File: config.mk
export PLATFORM = sky130hd
export DESIGN_NAME = win_decoder
export DESIGN_NICKNAME = d
export VERILOG_FILES = /design/src/rtl/wdec_pkg.sv /design/src/rtl/wdec_sel_reg.sv /design/src/rtl/wdec_coarse_match.sv /design/src/rtl/wdec_fine_match.sv /design/src/rtl/wdec_onehot_enc.sv /design/src/rtl/win_decoder.sv
export SDC_FILE = /design/constraint.sdc
export NUM_CORES = 1
export LEC_CHECK = 0
export CAP_MARGIN = 20
export CORE_MARGIN = 2
export CORE_UTILIZATION = 29
export CTS_BUF_LIST = sky130_fd_sc_hd__clkbuf_4
export DETAILED_ROUTE_END_ITERATION = 10
export DONT_BUFFER_PORTS = 1
export HOLD_SLACK_MARGIN = 0.03
export PLACE_DENSITY_LB_ADDON = 0.25
export SKIP_CTS_REPAIR_TIMING = 1
export SLEW_MARGIN = 0
export SYNTH_ARGS = -nofsm -noshare
export SYNTH_HDL_FRONTEND = slang
export SYNTH_SLANG_ARGS = --single-unit
File: constraint.sdc
create_clock -name clk -period 3.85 [get_ports clk]
set_input_delay 0.1925 -clock clk [delete_from_list [all_inputs] [get_ports clk]]
set_output_delay 0.1925 -clock clk [all_outputs]
set_load 0.01 [all_outputs]
File: src/rtl/wdec_pkg.sv
package wdec_pkg;
  typedef enum logic [1:0] {
    SRC_NONE   = 2'd0,
    SRC_COARSE = 2'd1,
    SRC_FINE   = 2'd2
  } hit_src_e;
endpackage

File: src/rtl/wdec_sel_reg.sv
module wdec_sel_reg #(
  parameter int REG_W  = 32,
  parameter int CFG_AW = 8,
  parameter logic [CFG_AW-1:0] OFFSET = 8'h48
) (
  input  logic              clk,
  input  logic              rst,
  input  logic              wr,
  input  logic [CFG_AW-1:0] off,
  input  logic [REG_W-1:0]  wdata,
  input  logic [REG_W/8-1:0] be,
  output logic [REG_W-1:0]  sel_q
);
  localparam int LANES = REG_W / 8;

  logic sel_hit;
  assign sel_hit = wr && (off == OFFSET);

  for (genvar g = 0; g < LANES; g++) begin : g_lane
    always_ff @(posedge clk) begin
      if (rst)
        sel_q[8*g +: 8] <= '0;
      else if (sel_hit && be[g])
        sel_q[8*g +: 8] <= wdata[8*g +: 8];
    end
  end

  // register is clear on the cycle after reset
  assert_reset_clear_R1: assert property (@(posedge clk) disable iff (rst)
    $past(rst) |-> (sel_q == '0));

  // writes to other offsets do not touch the register
  assert_wrong_off_R3: assert property (@(posedge clk) disable iff (rst)
    (wr && off != OFFSET) |=> $stable(sel_q));

  // a write without byte enables leaves the register as it was
  assert_no_be_R2: assert property (@(posedge clk) disable iff (rst)
    (wr && be == '0) |=> $stable(sel_q));
endmodule

File: src/rtl/wdec_coarse_match.sv
module wdec_coarse_match #(
  parameter int ADDR_W = 32,
  parameter int CB     = 4
) (
  input  logic [ADDR_W-1:0] addr,
  input  logic [(1<<CB)-1:0] mask,
  output logic [(1<<CB)-1:0] vec
);
  localparam int NR = 1 << CB;

  logic [CB-1:0] region;
  assign region = addr[ADDR_W-1 -: CB];

  for (genvar g = 0; g < NR; g++) begin : g_reg
    assign vec[g] = mask[g] && (region == CB'(g));
  end
endmodule

File: src/rtl/wdec_fine_match.sv
module wdec_fine_match #(
  parameter int ADDR_W = 32,
  parameter int CB     = 4,
  parameter int FB     = 4
) (
  input  logic [ADDR_W-1:0] addr,
  input  logic [(1<<FB)-1:0] mask,
  output logic [(1<<FB)-1:0] vec
);
  localparam int NS = 1 << FB;

  logic          in_top;
  logic [FB-1:0] slice;
  assign in_top = &addr[ADDR_W-1 -: CB];
  assign slice  = addr[ADDR_W-1-CB -: FB];

  for (genvar g = 0; g < NS; g++) begin : g_slice
    assign vec[g] = in_top && mask[g] && (slice == FB'(g));
  end
endmodule

File: src/rtl/wdec_onehot_enc.sv
module wdec_onehot_enc #(
  parameter int N = 16,
  parameter int W = $clog2(N)
) (
  input  logic [N-1:0] vec,
  output logic         any,
  output logic [W-1:0] idx
);
  assign any = |vec;

  always_comb begin
    idx = '0;
    for (int i = 0; i < N; i++)
      if (vec[i]) idx = W'(i);
  end
endmodule

File: src/rtl/win_decoder.sv
module win_decoder #(
  parameter int ADDR_W = 32,
  parameter int CB     = 4,
  parameter int FB     = 4,
  parameter int CFG_AW = 8,
  parameter logic [CFG_AW-1:0] SEL_OFFSET = 8'h48,
  localparam int NC    = 1 << CB,
  localparam int NF    = 1 << FB,
  localparam int REG_W = NC + NF,
  localparam int IDX_W = (CB > FB) ? CB : FB
) (
  input  logic              clk,
  input  logic              rst,
  input  logic              cfg_wr,
  input  logic [CFG_AW-1:0] cfg_off,
  input  logic [REG_W-1:0]  cfg_wdata,
  input  logic [REG_W/8-1:0] cfg_be,
  input  logic [ADDR_W-1:0] host_addr,
  output logic              hit,
  output logic              hit_fine,
  output logic [IDX_W-1:0]  hit_index
);
  import wdec_pkg::*;

  logic [REG_W-1:0] sel_q;
  logic [NC-1:0]    c_vec;
  logic [NF-1:0]    f_vec;
  logic             c_any, f_any;
  logic [CB-1:0]    c_idx;
  logic [FB-1:0]    f_idx;
  hit_src_e         src;
  logic [IDX_W-1:0] idx_d;

  wdec_sel_reg #(.REG_W(REG_W), .CFG_AW(CFG_AW), .OFFSET(SEL_OFFSET)) u_sel (
    .clk(clk), .rst(rst), .wr(cfg_wr), .off(cfg_off),
    .wdata(cfg_wdata), .be(cfg_be), .sel_q(sel_q)
  );

  wdec_coarse_match #(.ADDR_W(ADDR_W), .CB(CB)) u_coarse (
    .addr(host_addr), .mask(sel_q[REG_W-1 -: NC]), .vec(c_vec)
  );

  wdec_fine_match #(.ADDR_W(ADDR_W), .CB(CB), .FB(FB)) u_fine (
    .addr(host_addr), .mask(sel_q[NF-1:0]), .vec(f_vec)
  );

  wdec_onehot_enc #(.N(NC), .W(CB)) u_cenc (.vec(c_vec), .any(c_any), .idx(c_idx));
  wdec_onehot_enc #(.N(NF), .W(FB)) u_fenc (.vec(f_vec), .any(f_any), .idx(f_idx));

  // fine slices take priority over the enclosing coarse region
  always_comb begin
    if (f_any) begin
      src   = SRC_FINE;
      idx_d = IDX_W'(f_idx);
    end else if (c_any) begin
      src   = SRC_COARSE;
      idx_d = IDX_W'(c_idx);
    end else begin
      src   = SRC_NONE;
      idx_d = '0;
    end
  end

  always_ff @(posedge clk) begin
    if (rst) begin
      hit       <= 1'b0;
      hit_fine  <= 1'b0;
      hit_index <= '0;
    end else begin
      hit       <= (src != SRC_NONE);
      hit_fine  <= (src == SRC_FINE);
      hit_index <= idx_d;
    end
  end

  // at most one coarse region can match a given address
  assert_coarse_onehot_R4: assert property (@(posedge clk) disable iff (rst)
    $onehot0(c_vec));

  // at most one fine slice can match a given address
  assert_fine_onehot_R5: assert property (@(posedge clk) disable iff (rst)
    $onehot0(f_vec));

  // overlapping coarse and fine matches report the fine one
  assert_fine_wins_R6: assert property (@(posedge clk) disable iff (rst)
    (c_any && f_any) |=> (hit && hit_fine));

  // a miss carries zero index and no fine flag
  assert_miss_zero_R7: assert property (@(posedge clk) disable iff (rst)
    !hit |-> (!hit_fine && hit_index == '0));

  // the outputs follow the address sampled at the previous edge
  assert_registered_R7: assert property (@(posedge clk) disable iff (rst)
    !(c_any || f_any) |=> !hit);
endmodule

==> metrics.txt, run 1 <==
status finished, final reports clean; Hold Crit Start rst; post-synthesis sequential area ratio 36.96%; R2R setup slack 1.91 ns; worst path required time around 4.1 ns; top cells by area, synth dfxtp_1, a21oi_2, nand2_1; CP Launch Type flip-flop; Fillers 723; Design Area, Final 2502 um2; Cell Area, Placed 2071 um2; Fin Setup TNS 0 ns; initial DRC count around 150; DP Cell Count a little over 300; hold path cells 3; CP peak stage delay 0.56 ns; RSZ-0062 raised after global routing false; worst skew pair latency around 0.34 ns; crit-path cells mux4_2 > mux2_2 > nand3_1 > o41ai_2 > dlygate4sd3_1; ys flop type dfxtp_1; Yosys top cell area share 36.96%; flops & latches, synth 38; Peak supply drop around 0.000093 V; Vias between 1500 and 2000; Worst Hold Class input port to flip-flop; CTS tree yes; CTS Buf Count 5; global-route wire length before repair 7.403 mm; syn_nets 306; drt first pass iters 4; final wirelength 4.865 mm; Synth area leader dfxtp_1; period utilization 50.41%; clock root cell clkbuf_4; maxcap violations 0; cell with the most instances after synthesis nand2_1; worst path bufs/invs 1; Mapped Cells 227; GR Util All Layers about an eighth; leakage power around 0.00080 uW; Die Height 88.25 um; Yosys warning count 0; die footprint 7787 um2; Final Util 36.63%; Crit-path slowest cell dlygate4sd3_1; crit-path leading delay family multiplexers; # DRC 0; P per Cell Area 262.2 nW/um2; layout cells sized above 1 between 20% and 30%; Setup crit end kind flip-flop; reg2reg end hit_index[0]; wire per inst 13.78 um; Final setup viols 0; Core Region roughly 7000 um2; Netlist cell types 36; Arrival @ worst endpoint 2.18 ns; Final Critical Period 1.941 ns; Clock Tree Buf Depth 2; vias in the first global route around 1500; IO buf count 0; area occupied by registers 760.7 um2; syn_area_per_cell a little over 9 um2; Clock Pin Slew Worst Setup and Hold Paths 0.12 ns; fmax 515.2 MHz; share of synthesized flip-flops with an asynchronous set or reset 0%; grt ovf 0; Min-Delay Endpoint hit_index[2]; diode count 0; pin count of the biggest net entering global routing 40; die width 88.25 um; multi-input logic area 1182 um2; Area Growth Syn to Fin 21.58%; non-filler cells, final 353; Worst R2R Path Depth 5; most common library cells after synthesis nand2_1, dfxtp_1, a21oi_2; H-tree levels 2; initial antenna violation count 0; Ports 85; final hold vios 0; DR vias/cell 4.703; Final HPWL DP 3.447 mm; slew margin rel. 72.66%; # clock sinks 38; reg2reg start u_sel.sel_q[15]; Worst Max-Slew Pin Slew about 0.40 ns; Nets ~340; gpl congestion around 0.71; crit path kind flip-flop to flip-flop; Routed Antenna Nets 0; number of flops mapped to enable cells by yosys 0; synthesized area 2058 um2; # rows 30; clk_skew 0.009575 ns; Starting Density 30.13%; CP max FO 3; Slew Limit Fails 0
-- registers in the layout, summed over array words and instances, names as in the netlist --
name	flops
hit_index	4
hit_fine	1
hit	1
u_sel.sel_q	32
-- routing by layer --
metal | share of wire (%) | track usage [%] | wire length (um) | vias to the layer above
met5 | 0 | 0 | 0 | -
met3 | 6.3 | 4.664 | 307 | 5
li1 | - | - | - | 854
met1 | 48 | 17.41 | 2353 | 755
met4 | 1.5 | 4.545 | 75 | 0
met2 | 44 | 17.22 | 2129 | 46
-- logic make-up after synthesis --
logic type / share of synthesized area (%)
DFF: 36.96
buffers and inverters: 5.593
muxes: 13.25
and+or+nand+nor: 22.55
AOI/OAI and AO/OA: 21.64
-- worst min-delay path, stage by stage --
cell and delay (ns):
nor2_1 0.04, o211ai_1 0.08, o31ai_1 0.07
-- area by class of cell --
class	instances	share of cell area [%]
clock buffer	6	1.800
multi-input combinational	173	47.25
inverter	2	0.3000
tap	96	4.800
clock inverter	2	0.3500
sequential	38	30.40
timing repair buffer	36	15.10
-- how the worst max path moves through the flow --
stage | startpoint | end | slack, ns | cells past startpoint
finish | u_sel.sel_q[15] | hit_index[0] | 1.91 | 5
global route | u_sel.sel_q[3] | hit_index[0] | 1.84 | 6
CTS | u_sel.sel_q[15] | hit_index[0] | 2.46 | 4
detailed placement | cfg_off[5] | u_sel.sel_q[11] | 2.29 | 5
global placement | cfg_off[5] | u_sel.sel_q[2] | 2.31 | 5
floorplan | u_sel.sel_q[13] | hit_index[0] | 2.57 | 4
-- per-stage QoR --
step / hold WS (ns) / total power (uW) / setup WS, ns
after floorplan: 0.3262 / 437.1 / 2.574
after global placement: 0.2658 / 421.1 / 2.309
after detailed placement: 0.2688 / 421.3 / 2.293
after CTS: -0.1198 / 626.7 / 2.459
after global routing: 0.1015 / 688.8 / 1.839
final: 0.08604 / 656.0 / 1.909
-- layout by cell type (no fill, tap or decap), types with 2 or more instances in the layout --
cell type and n:
nand2_1 66, dfxtp_1 38, dlygate4sd3_1 35, a21oi_2 33, mux2i_1 16, clkbuf_4 6
o22ai_1 5, nor3_1 4, and2_4 4, nand2_2 4, nor2_1 4, mux4_2 4
nor4b_1 3, nand3_1 3, inv_1 2, nand2b_1 2, o221ai_1 2, o21ai_2 2
or2_1 2, mux2_2 2, o211ai_1 2, o31ai_1 2
-- power by group --
part           internal, uW  leakage, uW  switching (uW)
registers               393     0.000306           0.485
logic                  36.6     0.000463            21.9
clock network          75.8    0.0000331             128
total                   506     0.000802             150
No activity file was read; power rests on OpenSTA's default activity.
==> run 2: changes to the inputs <==
--- a/config.mk
+++ b/config.mk
@@ -5,6 +5,7 @@
 export SDC_FILE = /design/constraint.sdc
 export NUM_CORES = 1
 export LEC_CHECK = 0
+export ABC_AREA = 1
 export CAP_MARGIN = 20
 export CORE_MARGIN = 2
 export CORE_UTILIZATION = 29
==> constraint.sdc (replaced) <==
create_clock -name clk -period 1.89 [get_ports clk]
set_input_delay 0.0945 -clock clk [delete_from_list [all_inputs] [get_ports clk]]
set_output_delay 0.0945 -clock clk [all_outputs]
set_load 0.01 [all_outputs]
==> run 2 against run 1 <==
  * Total power grew 100%
  * Critical path depth grew 5
  * Largest cell class unchanged
  * Register-to-register slack lost 1.3 ns
  * Clock skew shrank 0.0043 ns
  * Synthesized cell count grew 34%
  * Clock power grew 110%
  * Sequential share of layout area grew 0.68 points
  * Critical endpoint is now hit_index[1]
==> metrics.txt, run 2 <==
status finished, final reports clean; maxcap violations 0 (unchanged); Cell Area, Placed 2064 um2 (-0.30%); worst skew pair latency 0.34 ns (about the same); Nets 420 (+25%); initial DRC count 72 (-51%); Peak supply drop 0.0002738 V (+190%); final wirelength 4.960 mm (+2.0%); fmax 791.2 MHz (+54%); Final setup viols 0 (unchanged); leakage power 0.001142 uW (+42%); layout cells sized above 1 8.798% (-14 points); crit path kind flip-flop to flip-flop; CP max FO 5 (+2); Largest Register u_sel.sel_q; synthesized area 1979 um2 (-3.8%); Ports 85 (unchanged); clk_skew 0.005314 ns (-0.004261 ns); Arrival @ worst endpoint 1.51 ns (-0.67 ns); Final HPWL DP 3.782 mm (+9.7%); DP Cell Count 381 (+23%); flops & latches, synth 38 (unchanged); # rows 30 (unchanged); GR Util All Layers 13.49% (+1.1 points); vias in the first global route 1785 (+20%); global-route wire length before repair 8.093 mm (+9.3%); Hold Crit Start cfg_be[3]; worst path bufs/invs 1 (unchanged); drt first pass iters 4 (unchanged); H-tree levels 2 (unchanged); Netlist cell types 23 (-36%); slew margin rel. 74.59% (+1.9 points); DR vias/cell 4.634 (-1.5%); CP Launch Type flip-flop; die width 86.62 um (-1.8%); IO buf count 0 (unchanged); RSZ-0062 raised after global routing false; cell with the most instances after synthesis nor2_1; wire per inst 11.78 um (-15%); Fin Setup TNS 0 ns (unchanged); Final Critical Period 1.264 ns (-0.6770 ns); post-synthesis sequential area ratio 38.43% (+1.5 points); # DRC 0 (unchanged); Worst Hold Class input port to flip-flop; Design Area, Final 2447 um2 (-2.2%); P per Cell Area 548.6 nW/um2 (+110%); crit-path cells inv_1 > nor2_1 > nand3_1 > nand2_2 > nor2_2 > nand2_2 > nor2_4 > nor2_4 > nand2_1 > nand2_1; initial antenna violation count 0 (unchanged); top cells by area, synth dfxtp_1, nor2_1, o21ai_0; Worst Max-Slew Pin Slew 0.3807 ns (-0.02376 ns); period utilization 66.87% (+16 points); CTS tree yes; CP peak stage delay 0.32 ns (-0.24 ns); max reg flops 32 (unchanged); commonest non-fill, non-tap cell in the layout nor2_1; share of synthesized flip-flops with an asynchronous set or reset 0% (unchanged); worst path required time 2.13 ns (-1.96 ns); number of flops mapped to enable cells by yosys 0 (unchanged); Yosys warning count 0 (unchanged); non-filler cells, final 421 (+19%); CTS Buf Count 5 (unchanged); Vias 1951 (+18%); syn_area_per_cell 6.511 um2 (-28%); Die Height 86.62 um (-1.8%); Largest regs u_sel.sel_q (32), hit_index (4); crit-path leading delay family simple AND/OR/NAND/NOR gates; most frequent cells in the layout nor2_1, nand2_1, dfxtp_1, o21ai_0, dlygate4sd3_1; die footprint 7502 um2 (-3.7%); Slew Limit Fails 0 (unchanged); Mapped Cells 304 (+34%); syn_nets 383 (+25%); diode count 0 (unchanged); reg2reg start u_sel.sel_q[15]; pin count of the biggest net entering global routing 23 (-43%); Area Growth Syn to Fin 23.64%; grt ovf 0 (unchanged); Yosys top cell area share 38.43% (+1.5 points); hold_ws 0.09808 ns (+0.01204 ns); Core Region 6681 um2 (-2.2%); Crit. Startpoint u_sel.sel_q[15]; Routed Antenna Nets 0 (unchanged); Clock Tree Buf Depth 2 (unchanged); # clock sinks 38 (unchanged); clock root cell clkbuf_4; gpl congestion 0.8167 (+14%); most common library cells after synthesis nor2_1, nand2_1, dfxtp_1; total power 1343 uW (+100%); Starting Density 29.63% (-0.50 points); Clock Pin Slew Worst Setup and Hold Paths 0.11 ns (about the same); Crit-path slowest cell dfxtp_1; ys flop type dfxtp_1; final hold vios 0 (unchanged); Setup crit end kind flip-flop; Synth area leader dfxtp_1
[run 2: changes by cell type in the layout (fill, tap and decap cells not counted), sizes merged, moves of 16 or more]
cell,previous run,this run
nor2,4,105
o21ai,2,37
a21oi,34,2
inv,2,34
nand2,70,45
nand3,3,28
mux2i,16,0
[run 2: cell families (layout without fill, tap and decap cells)]
| family | Yosys count | count (layout) | synth area share, % |
|---|---|---|---|
| buf+inv | 38 | 75 | 7.585 |
| flops | 38 | 38 | 38.43 |
| simple gates | 188 | 188 | 43.74 |
| compound gates | 40 | 40 | 10.24 |
[run 2: final cells by class]
type                       count  area, um2
clock buffer                   7      52.55
fill                         760       4234
inverter                      34      127.6
multi-input combinational    228       1069
sequential                    38      760.7
tap                           80      100.1
timing repair buffer          34      337.8
[run 2: worst paths after layout]
check | end | slack, ns | cells past startpoint
worst max-delay path | hit_index[1] | 0.63 | 10
worst min-delay path | u_sel.sel_q[26] | 0.1 | 3
worst max register to register | hit_index[1] | 0.63 | 10
worst min register to register | u_sel.sel_q[5] | 0.53 | 2
[run 2: worst reg2reg max path: stages (launching register included)]
cell and delay, ns:
dfxtp_1 0.32, inv_1 0.05, nor2_1 0.04, nand3_1 0.11
nand2_2 0.07, nor2_2 0.12, nand2_2 0.09, nor2_4 0.18
nor2_4 0.06, nand2_1 0.06, nand2_1 0.06
[run 2: power by group]
part           leakage, uW  switching (uW)  internal [uW]  total [uW]
Sequential        0.000306           0.462            801         802
Combinational     0.000804            55.7           60.4         116
Clock            0.0000322             256            169         425
[run 2: stage by stage]
step | setup WS, ns | util [%]
2_1_floorplan | 0.7334 | -
3_3_place_gp | 0.5336 | 30.90
3_5_place_dp | 0.5060 | 30.90
4_1_cts | 0.6020 | 31.69
5_1_grt | 0.4395 | 36.63
6_report | 0.6262 | 36.63
[run 2: routing by layer]
metal	share of wire (%)	routed length, um	vias to the layer above	track usage, %
met5	0	0	-	0
met4	0.87	43	0	3.409
met3	5.7	281	6	4.000
met2	48	2382	44	22.80
met1	45	2252	863	16.80
li1	-	-	1038	-
==> run 3: changes to the inputs <==
--- a/config.mk
+++ b/config.mk
@@ -5,7 +5,7 @@
 export SDC_FILE = /design/constraint.sdc
 export NUM_CORES = 1
 export LEC_CHECK = 0
-export ABC_AREA = 1
+export ABC_AREA = 0
 export CAP_MARGIN = 20
 export CORE_MARGIN = 2
 export CORE_UTILIZATION = 29
==> constraint.sdc (replaced) <==
create_clock -name clk -period 1 [get_ports clk]
set_input_delay 0.05 -clock clk [delete_from_list [all_inputs] [get_ports clk]]
set_output_delay 0.05 -clock clk [all_outputs]
set_load 0.01 [all_outputs]
==> run 3 against run 2 <==
  * The run now ends with hold timing, setup timing left
  * Die area grew 3.8%
  * Via count decreased by 17%
  * Critical path depth down 6
  * Total power up 79%
  * Hold slack got worse by 0.34 ns
  * First-iteration DRC count rose by 93%
==> metrics.txt, run 3 (synthesized netlist as in run 1, its figures left out) <==
worst path required time 1.25 ns (-0.88 ns); period utilization 132.3% (+65 points); final hold vios 38 (+38); crit path kind flip-flop to flip-flop; RSZ-0062 raised after global routing true; Worst Max-Slew Pin Slew 0.2758 ns (-0.1049 ns); hold_ws -0.2392 ns (-0.3372 ns); grt ovf 0 (unchanged); layout cells sized above 1 52.72% (+44 points); Clock Tree Buf Depth 2 (unchanged); pin count of the biggest net entering global routing 40 (+74%); Area Growth Syn to Fin 17.39%; status finished with violations; crit-path leading delay family multiplexers; Largest regs u_sel.sel_q (32), hit_index (4); CTS tree yes; drt first pass iters 4 (unchanged); Final Worst Setup Slack -0.3235 ns (-0.9496 ns); initial antenna violation count 0 (unchanged); Cell Area, Placed 2278 um2 (+10%); P per Cell Area 996.7 nW/um2 (+82%); CP peak stage delay 0.46 ns (+0.14 ns); Setup crit end kind flip-flop; Largest Register u_sel.sel_q; # rows 30 (unchanged); crit-path cells mux4_2 > mux2_4 > nand3_2 > o41ai_2; vias in the first global route 1580 (-11%); Slew Limit Fails 0 (unchanged); die width 88.25 um (+1.9%); Design Area, Final 2416 um2 (-1.3%); Worst Hold Class input port to flip-flop; die footprint 7787 um2 (+3.8%); Final HPWL DP 3.601 mm (-4.8%); Final setup viols 6 (+6); Core Region 6832 um2 (+2.2%); Final Critical Period 1.323 ns (+0.05963 ns); max reg flops 32 (unchanged); IO buf count 0 (unchanged); initial DRC count 139 (+93%); Starting Density 30.13% (+0.50 points); DP Cell Count 323 (-15%); slew margin rel. 81.56% (+7.0 points); GR Util All Layers 12.97% (-0.52 points); worst skew pair latency 0.35 ns (about the same); clk_skew 0.01401 ns (+0.008700 ns); Fin Setup TNS -1.560 ns (-1.560 ns); maxcap violations 0 (unchanged); # clock sinks 38 (unchanged); Routed Antenna Nets 0 (unchanged); Die Height 88.25 um (+1.9%); # DRC 0 (unchanged); fmax 755.6 MHz (-4.5%); CP Launch Type flip-flop; global-route wire length before repair 7.866 mm (-2.8%); worst path bufs/invs 0 (-1); leakage power 0.0007449 uW (-35%); CP max FO 3 (-2); failing checks hold timing, setup timing; non-filler cells, final 335 (-20%); commonest non-fill, non-tap cell in the layout nand2_1; CTS Buf Count 5 (unchanged); Vias 1612 (-17%); Peak supply drop 0.0003559 V (+30%); most frequent cells in the layout nand2_1, nand2_2, a21oi_2, dfxtp_1, buf_4; Nets 317 (-25%); gpl congestion 0.7492 (-8.3%); wire per inst 14.40 um (+22%); diode count 0 (unchanged); clock root cell clkbuf_4; Clock Pin Slew Worst Setup and Hold Paths 0.12 ns (about the same); DR vias/cell 4.812 (+3.8%); Ports 85 (unchanged); H-tree levels 2 (unchanged); Arrival @ worst endpoint 1.57 ns (+0.06 ns); Crit-path slowest cell mux4_2; final wirelength 4.825 mm (-2.7%)
-- run 3: cell count changes in the layout (fill, tap and decap cells not counted), moves of 28 or more --
cell           before  now
dlygate4sd3_1      33    0
inv_1              31    2
nor2_1             97    4
a21oi_2             0   32
nand2_2             4   32
o21ai_0            36    0
-- run 3: worst paths after layout --
| check | slack, ns | start | cells past startpoint | to |
|---|---|---|---|---|
| setup / recovery | -0.32 | u_sel.sel_q[15] | 4 | hit_index[0] |
| hold / removal | -0.24 | rst | 1 | hit_fine |
| setup reg to reg | -0.32 | u_sel.sel_q[15] | 4 | hit_index[0] |
| hold reg to reg | 0.47 | u_sel.sel_q[16] | 2 | u_sel.sel_q[16] |
-- run 3: metrics by stage --
| stage | setup slack, ns | power, uW | utilization [%] |
|---|---|---|---|
| floorplan | -0.2569 | 1684 | - |
| global route | -0.3870 | 2521 | 35.37 |
| detailed placement | -0.3304 | 1634 | 33.35 |
| global placement | -0.2938 | 1634 | 33.35 |
| CTS | -0.3453 | 2454 | 34.14 |
| finish | -0.3235 | 2408 | 35.37 |
-- run 3: layout make-up --
cell class | instances | area [um2]
fill | 724 | 4415
timing repair buffer | 18 | 135.1
inverter | 2 | 7.507
multi-input combinational | 173 | 1328
clock buffer | 6 | 45.04
sequential | 38 | 772.0
clock inverter | 2 | 8.758
tap | 96 | 120.1
-- run 3: per-layer routing --
metal | up-vias | global-route usage [%] | wire [um]
met4 | 0 | 4.545 | 66
met1 | 747 | 17.91 | 2247
met2 | 42 | 18.66 | 2184
met3 | 5 | 4.757 | 326
li1 | 818 | - | -
met5 | - | 0 | 0
-- run 3: power by group --
part           internal, uW  switching [uW]  leakage [uW]
Combinational          55.0            33.6      0.000401
Clock                   292             511     0.0000331
Sequential             1510            1.77      0.000311
Total                  1860             547      0.000745
-- run 3: worst register-to-register path, stage by stage, from the launching register on --
cell	delay [ns]
dfxtp_2	0.36
mux4_2	0.46
mux2_4	0.28
nand3_2	0.07
o41ai_2	0.06
